## config.mk

```make
export PLATFORM = sky130hd
export DESIGN_NAME = aud_serial_rx
export DESIGN_NICKNAME = d
export VERILOG_FILES = /design/src/rtl/aud_rx_pkg.sv /design/src/rtl/aud_rx_sync.sv /design/src/rtl/aud_rx_word.sv /design/src/rtl/aud_rx_fsm.sv /design/src/rtl/aud_serial_rx.sv
export SDC_FILE = /design/constraint.sdc
export NUM_CORES = 1
export LEC_CHECK = 0
export CAP_MARGIN = 20
export CORE_MARGIN = 2
export CORE_UTILIZATION = 25
export DETAILED_ROUTE_END_ITERATION = 6
export SLEW_MARGIN = 0
export SYNTH_ARGS = -nofsm -noshare
export SYNTH_HDL_FRONTEND = slang
export SYNTH_HIERARCHICAL = 1
export SYNTH_SLANG_ARGS = --single-unit
```

## constraint.sdc

```tcl
create_clock -name clk -period 2.9 [get_ports clk]
set_input_delay 0.87 -clock clk [delete_from_list [all_inputs] [get_ports clk]]
set_output_delay 0.87 -clock clk [all_outputs]
set_load 0.03 [all_outputs]
```

## src/rtl/aud_rx_pkg.sv

```systemverilog
package aud_rx_pkg;

    localparam int unsigned WORD_W = 24;
    localparam int unsigned CNT_W  = $clog2(WORD_W + 1);
    localparam int unsigned W16    = 16;
    localparam int unsigned W20    = 20;
    localparam int unsigned FMT_W  = 3;

    typedef enum logic [FMT_W-1:0] {
        FMT_RJ16 = 3'b000,
        FMT_RJ20 = 3'b001,
        FMT_LJ24 = 3'b010,
        FMT_I2S  = 3'b011,
        FMT_RJ24 = 3'b100
    } fmt_e;

    typedef enum logic [1:0] {
        ST_HUNT,
        ST_WAIT,
        ST_LEFT,
        ST_RIGHT
    } rx_state_e;

    function automatic logic fmt_known(input logic [FMT_W-1:0] f);
        return f <= FMT_RJ24;
    endfunction

endpackage

```

## src/rtl/aud_rx_sync.sv

```systemverilog
module aud_rx_sync
    import aud_rx_pkg::*;
#(
    parameter int unsigned STAGES = 2
) (
    input  logic clk,
    input  logic rst_n,
    input  logic bclk_pin,
    input  logic lr_pin,
    input  logic data_pin,
    output logic bit_ev,
    output logic lr_bit,
    output logic data_bit,
    output logic lr_edge
);

    localparam int unsigned NLANES = 3;

    logic [NLANES-1:0] pin_v;
    logic [NLANES-1:0] sync_v;
    logic              bclk_d;
    logic              lr_last;

    assign pin_v = {data_pin, lr_pin, bclk_pin};

    for (genvar g = 0; g < NLANES; g++) begin : g_lane
        logic [STAGES-1:0] q;
        always_ff @(posedge clk) begin
            if (!rst_n) begin
                q <= '0;
            end else begin
                q <= {q[STAGES-2:0], pin_v[g]};
            end
        end
        assign sync_v[g] = q[STAGES-1];
    end

    always_ff @(posedge clk) begin
        if (!rst_n) begin
            bclk_d  <= 1'b0;
            lr_last <= 1'b0;
        end else begin
            bclk_d <= sync_v[0];
            if (bit_ev) begin
                lr_last <= sync_v[1];
            end
        end
    end

    assign bit_ev   = sync_v[0] & ~bclk_d;
    assign lr_bit   = sync_v[1];
    assign data_bit = sync_v[2];
    assign lr_edge  = bit_ev & (sync_v[1] != lr_last);

endmodule

```

## src/rtl/aud_rx_word.sv

```systemverilog
module aud_rx_word
    import aud_rx_pkg::*;
(
    input  logic              clk,
    input  logic              rst_n,
    input  logic              clr,
    input  logic              bit_ev,
    input  logic              lr_edge,
    input  logic              data_bit,
    input  logic [FMT_W-1:0]  fmt,
    output logic [WORD_W-1:0] fin,
    output logic [CNT_W-1:0]  fill
);

    logic [WORD_W-1:0] sh_q;
    logic [WORD_W-1:0] col_q;
    logic [CNT_W-1:0]  ncol_q;
    logic [CNT_W-1:0]  pos;
    logic              room;
    logic [WORD_W-1:0] i2s_word;

    assign pos  = CNT_W'(WORD_W - 1) - ncol_q;
    assign room = ncol_q < CNT_W'(WORD_W);
    assign fill = ncol_q;

    always_comb begin
        i2s_word = col_q;
        if (room) begin
            i2s_word[pos] = data_bit;
        end
    end

    always_comb begin
        unique case (fmt)
            FMT_RJ16: fin = {sh_q[W16-1:0], {(WORD_W - W16){1'b0}}};
            FMT_RJ20: fin = {sh_q[W20-1:0], {(WORD_W - W20){1'b0}}};
            FMT_RJ24: fin = sh_q;
            FMT_LJ24: fin = col_q;
            FMT_I2S:  fin = i2s_word;
            default:  fin = '0;
        endcase
    end

    always_ff @(posedge clk) begin
        if (!rst_n || clr) begin
            sh_q   <= '0;
            col_q  <= '0;
            ncol_q <= '0;
        end else if (bit_ev) begin
            sh_q <= {sh_q[WORD_W-2:0], data_bit};
            if (lr_edge) begin
                if (fmt == FMT_LJ24) begin
                    col_q  <= {data_bit, {(WORD_W - 1){1'b0}}};
                    ncol_q <= CNT_W'(1);
                end else begin
                    col_q  <= '0;
                    ncol_q <= '0;
                end
            end else if (room) begin
                col_q[pos] <= data_bit;
                ncol_q     <= ncol_q + CNT_W'(1);
            end
        end
    end

endmodule

```

## src/rtl/aud_rx_fsm.sv

```systemverilog
module aud_rx_fsm
    import aud_rx_pkg::*;
(
    input  logic              clk,
    input  logic              rst_n,
    input  logic              bit_ev,
    input  logic              lr_edge,
    input  logic              lr_bit,
    input  logic [FMT_W-1:0]  fmt,
    input  logic              fmt_chg,
    input  logic [WORD_W-1:0] fin,
    output logic [WORD_W-1:0] left_o,
    output logic [WORD_W-1:0] right_o,
    output logic              valid_o,
    output rx_state_e         state
);

    rx_state_e         state_q;
    rx_state_e         state_d;
    logic              abort;
    logic              to_left;
    logic [WORD_W-1:0] hold_q;
    logic [WORD_W-1:0] left_q;
    logic [WORD_W-1:0] right_q;
    logic              valid_q;

    assign abort   = fmt_chg | ~fmt_known(fmt);
    assign to_left = (fmt == FMT_I2S) ? ~lr_bit : lr_bit;

    always_ff @(posedge clk) begin
        if (!rst_n) begin
            state_q <= ST_HUNT;
        end else begin
            state_q <= state_d;
        end
    end

    always_comb begin
        state_d = state_q;
        if (abort) begin
            state_d = ST_HUNT;
        end else begin
            unique case (state_q)
                ST_HUNT:  if (bit_ev)              state_d = ST_WAIT;
                ST_WAIT:  if (lr_edge && to_left)  state_d = ST_LEFT;
                ST_LEFT:  if (lr_edge)             state_d = ST_RIGHT;
                ST_RIGHT: if (lr_edge)             state_d = ST_LEFT;
                default:                           state_d = ST_HUNT;
            endcase
        end
    end

    always_ff @(posedge clk) begin
        if (!rst_n) begin
            hold_q  <= '0;
            left_q  <= '0;
            right_q <= '0;
            valid_q <= 1'b0;
        end else begin
            valid_q <= 1'b0;
            if (!abort && lr_edge) begin
                if (state_q == ST_LEFT) begin
                    hold_q <= fin;
                end else if (state_q == ST_RIGHT) begin
                    left_q  <= hold_q;
                    right_q <= fin;
                    valid_q <= 1'b1;
                end
            end
        end
    end

    assign left_o  = left_q;
    assign right_o = right_q;
    assign valid_o = valid_q;
    assign state   = state_q;

endmodule

```

## src/rtl/aud_serial_rx.sv

```systemverilog
module aud_serial_rx
    import aud_rx_pkg::*;
#(
    parameter int unsigned SYNC_STAGES = 2
) (
    input  logic              clk,
    input  logic              rst_n,
    input  logic              bclk_i,
    input  logic              lrclk_i,
    input  logic              sdata_i,
    input  logic [2:0]        fmt_i,
    output logic [WORD_W-1:0] left_o,
    output logic [WORD_W-1:0] right_o,
    output logic              valid_o
);

    logic              bit_ev;
    logic              lr_bit;
    logic              data_bit;
    logic              lr_edge;
    logic [FMT_W-1:0]  fmt_q;
    logic              fmt_chg;
    logic [WORD_W-1:0] fin;
    logic [CNT_W-1:0]  fill;
    rx_state_e         st;

    always_ff @(posedge clk) begin
        if (!rst_n) begin
            fmt_q <= FMT_I2S;
        end else begin
            fmt_q <= fmt_i;
        end
    end

    assign fmt_chg = fmt_i != fmt_q;

    aud_rx_sync #(.STAGES(SYNC_STAGES)) u_sync (
        .clk      (clk),
        .rst_n    (rst_n),
        .bclk_pin (bclk_i),
        .lr_pin   (lrclk_i),
        .data_pin (sdata_i),
        .bit_ev   (bit_ev),
        .lr_bit   (lr_bit),
        .data_bit (data_bit),
        .lr_edge  (lr_edge)
    );

    aud_rx_word u_word (
        .clk      (clk),
        .rst_n    (rst_n),
        .clr      (fmt_chg),
        .bit_ev   (bit_ev),
        .lr_edge  (lr_edge),
        .data_bit (data_bit),
        .fmt      (fmt_q),
        .fin      (fin),
        .fill     (fill)
    );

    aud_rx_fsm u_fsm (
        .clk      (clk),
        .rst_n    (rst_n),
        .bit_ev   (bit_ev),
        .lr_edge  (lr_edge),
        .lr_bit   (lr_bit),
        .fmt      (fmt_q),
        .fmt_chg  (fmt_chg),
        .fin      (fin),
        .left_o   (left_o),
        .right_o  (right_o),
        .valid_o  (valid_o),
        .state    (st)
    );

endmodule

```

==> impl_metrics.tcl <==
set metrics [dict create \
    status "complete, no violations" \
    cts_tree "yes" \
    io_buffers 56 \
    wl_per_cell_um 15.5 \
    synthesis.area_sq_um 6930 \
    tns_ps 0 \
    cts_buffers 17 \
    netlist_instances 743 \
    grt_use_total 0.127 \
    drv_slew 0 \
    powerDensity_nw_per_um2 543 \
    cts_buffer_depth 2 \
    postRouteAntennaNets 0 \
    insertion_delay_ps 430 \
    total_power_uw 4650 \
    grt_max_degree 79 \
    cts_resized 0 \
    dieHeight_um 170 \
    cts.sinks 139 \
    synth_ff_type "dfxtp_1" \
    htree_levels 4 \
    synth_seq_cells 139 \
    drive_above_1_share 0.115 \
    core_sq_um 27100 \
    timing.fmax_mhz 420 \
    endpoint_kind "register" \
    worst-endpoint-required_ps 3230 \
    multi_input_area_sq_um 3750 \
    clk_pin_slew_ps 60 \
    worst_slew_margin_rel 0.382 \
    tightest_slew_ps 926 \
    whs_endpoint "u_sync/g_lane[0].q[1]" \
    worstSetupPathType "in2reg" \
    crit_arrival_ps 2700 \
    dpl.hpwl_um 11700 \
    peakVddDrop_v 0.000296 \
    synth_edf_count 0 \
    hp-start "u_sync/g_lane[0].q[0]" \
    overflow 0 \
    antenna_found_initial 0 \
    p_leak_uw 0.00313 \
    start_util 0.256 \
    rrSetupSlack_ps 720 \
    path_cells "clkdlybuf4s50_1, xnor2_1, nand3_1, buf_4, nor3b_4, buf_12, mux2i_1" \
    nets 796 \
    fillers 2801 \
    grt_pass1_wl_um 29100 \
    wirelength_um 18100 \
    yosysWarningCount 6 \
    fin_area_sq_um 8560 \
    hold_depth 1 \
    r2r-start "u_word/fill[3]" \
    hold_viol 0 \
    syn-num-nets 755 \
    ys_types 68 \
    diodes 0 \
    fp-row-count 60 \
    cts_setup_buffers 0 \
    skew_ps 10.1 \
    setup_violations 0 \
    drt-initial-drc-count 528 \
    avgViaCountPerCell 4.81 \
    syn2layout_area_growth_pct 23.5 \
    worst_hold_path_type "reg2reg" \
    min_period_ps 2380 \
    holdBufCountCts 0 \
    drv_cap 0 \
    avgSynthCellArea_sq_um 9.32 \
    cts-root-buf "clkbuf_16" \
    rr_worst_depth 6 \
    routabilityCongestion 0.787 \
    seq_area_frac_synth 0.402 \
    routed-via-count 5622 \
    setup_ws_ps 522 \
    start_kind "primary input" \
    drt_first_pass_iters 5 \
    rsz0062_at_grt "no" \
    drc_errors 0 \
    fp.dieW_um 170 \
    cp_slowest_cell "clkdlybuf4s50_1" \
    rr_endpoint "u_fsm/right_o[4]" \
    grt_pass1_vias 5301 \
    worstPathMaxFanout 48 \
    synthArstFlopShare 0 \
    die_area_sq_um 29100 \
    postPlaceCellArea_sq_um 7880 \
    period_share 0.820 \
    ff_latch_area_sq_um 2780 \
    cpPeakStageDelay_ps 490 \
    dp_slack_ps 186 \
    io_pins 57 \
]
[cell type report]
cell class,count,area share
clock buffer,19,0.0518
clock inverter,13,0.0278
inverter,20,0.00877
multi-input combinational,523,0.439
sequential,139,0.325
tap,372,0.0544
timing repair buffer,83,0.0933
[through the flow]
| stage | cells | hold WS (ps) | utilization |
|---|---|---|---|
| after floorplan | 743 | 425 | - |
| after global placement | 1137 | 434 | 0.291 |
| after detailed placement | 1137 | 436 | 0.291 |
| after CTS | 1169 | 452 | 0.316 |
| after global routing | 1169 | 462 | 0.316 |
| final | 1169 | 448 | 0.316 |
[worst max-delay path: cells and delay by family]
family                    cells  cell delay (ps)
xor gates and xnor gates      1              120
and+or+nand+nor               2              360
buffers and inverters         3              980
muxes                         1              310
[report_power, final]
part	leakage (uW)	switching [uW]	internal (uW)
sequential	0.00112	8.86	1920
combinational	0.00167	131	78.2
clock	0.000333	866	1650
[how the worst max path moves through the flow]
stage,start,end
floorplan,fmt_i[1],u_word/col_q[21]
global placement,fmt_i[1],u_word/col_q[21]
detailed placement,fmt_i[2],u_fsm/right_o[17]
CTS,u_fsm/right_o[12],right_o[12]
global route,fmt_i[1],u_fsm/right_o[4]
finish,fmt_i[1],u_fsm/right_o[4]
[flip-flops by register name, indices dropped and copies added, names as in the netlist, 2 cells and up]
signal,flops
fmt_q,3
u_word/col_q,24
u_fsm/state,2
u_word/sh_q,24
u_fsm/hold_q,24
u_word/fill,5
u_fsm/left_o,24
u_fsm/right_o,24
u_sync/g_lane.q,6
[cells by family after synthesis]
group	synth area share
xor gates and xnor gates	0.00632
DFF	0.402
and+or+nand+nor	0.227
buffers and inverters	0.0571
AOI/OAI and AO/OA	0.129
muxes	0.171
adders and majority gates	0.00723
[metal layers]
layer / wire length [um] / global-route usage / up-vias
met5: 0 / 0 / -
met4: 382 / 0.0557 / 0
met3: 970 / 0.0307 / 29
met2: 8220 / 0.198 / 165
met1: 8520 / 0.168 / 2688
li1: - / - / 2740
[cells in the mapped netlist, types with 4 or more instances]
| cell type | count | area, sq um |
|---|---|---|
| a211oi_1 | 6 | 45.0 |
| a21oi_1 | 24 | 120 |
| a22o_1 | 14 | 123 |
| a22oi_1 | 8 | 60.1 |
| a32oi_1 | 8 | 70.1 |
| and2_1 | 7 | 43.8 |
| and2_2 | 7 | 52.6 |
| and3b_1 | 12 | 105 |
| and4b_1 | 7 | 70.1 |
| buf_2 | 27 | 135 |
| buf_4 | 7 | 52.6 |
| buf_6 | 4 | 45.0 |
| clkbuf_1 | 20 | 75.1 |
| dfxtp_1 | 139 | 2780 |
| ha_1 | 4 | 50.1 |
| inv_1 | 19 | 71.3 |
| mux2_2 | 5 | 56.3 |
| mux2i_1 | 113 | 1130 |
| nand2_1 | 117 | 439 |
| nand2b_1 | 9 | 56.3 |
| nand4_1 | 10 | 62.6 |
| nand4b_1 | 7 | 61.3 |
| nand4bb_1 | 6 | 67.6 |
| nor2_1 | 29 | 109 |
| nor2b_1 | 13 | 81.3 |
| o211ai_1 | 4 | 30.0 |
| o21ai_0 | 30 | 150 |
| o21ai_1 | 4 | 20.0 |
| o221ai_1 | 4 | 35.0 |
| o22ai_1 | 11 | 68.8 |
| or2_2 | 4 | 25.0 |
| xnor2_1 | 4 | 35.0 |
[cell usage in the layout (no fill, tap or decap), types with 11 or more instances in the layout]
master / Yosys / final
dfxtp_1: 139 / 139
nand2_1: 117 / 117
mux2i_1: 113 / 113
clkdlybuf4s50_1: 0 / 55
o21ai_0: 30 / 30
nor2_1: 29 / 29
buf_4: 7 / 25
a21oi_1: 24 / 24
inv_1: 19 / 19
clkbuf_16: 0 / 17
a22o_1: 14 / 14
nor2b_1: 13 / 13
and3b_1: 12 / 12
o22ai_1: 11 / 11
No activity file was read; power rests on OpenSTA's default activity.
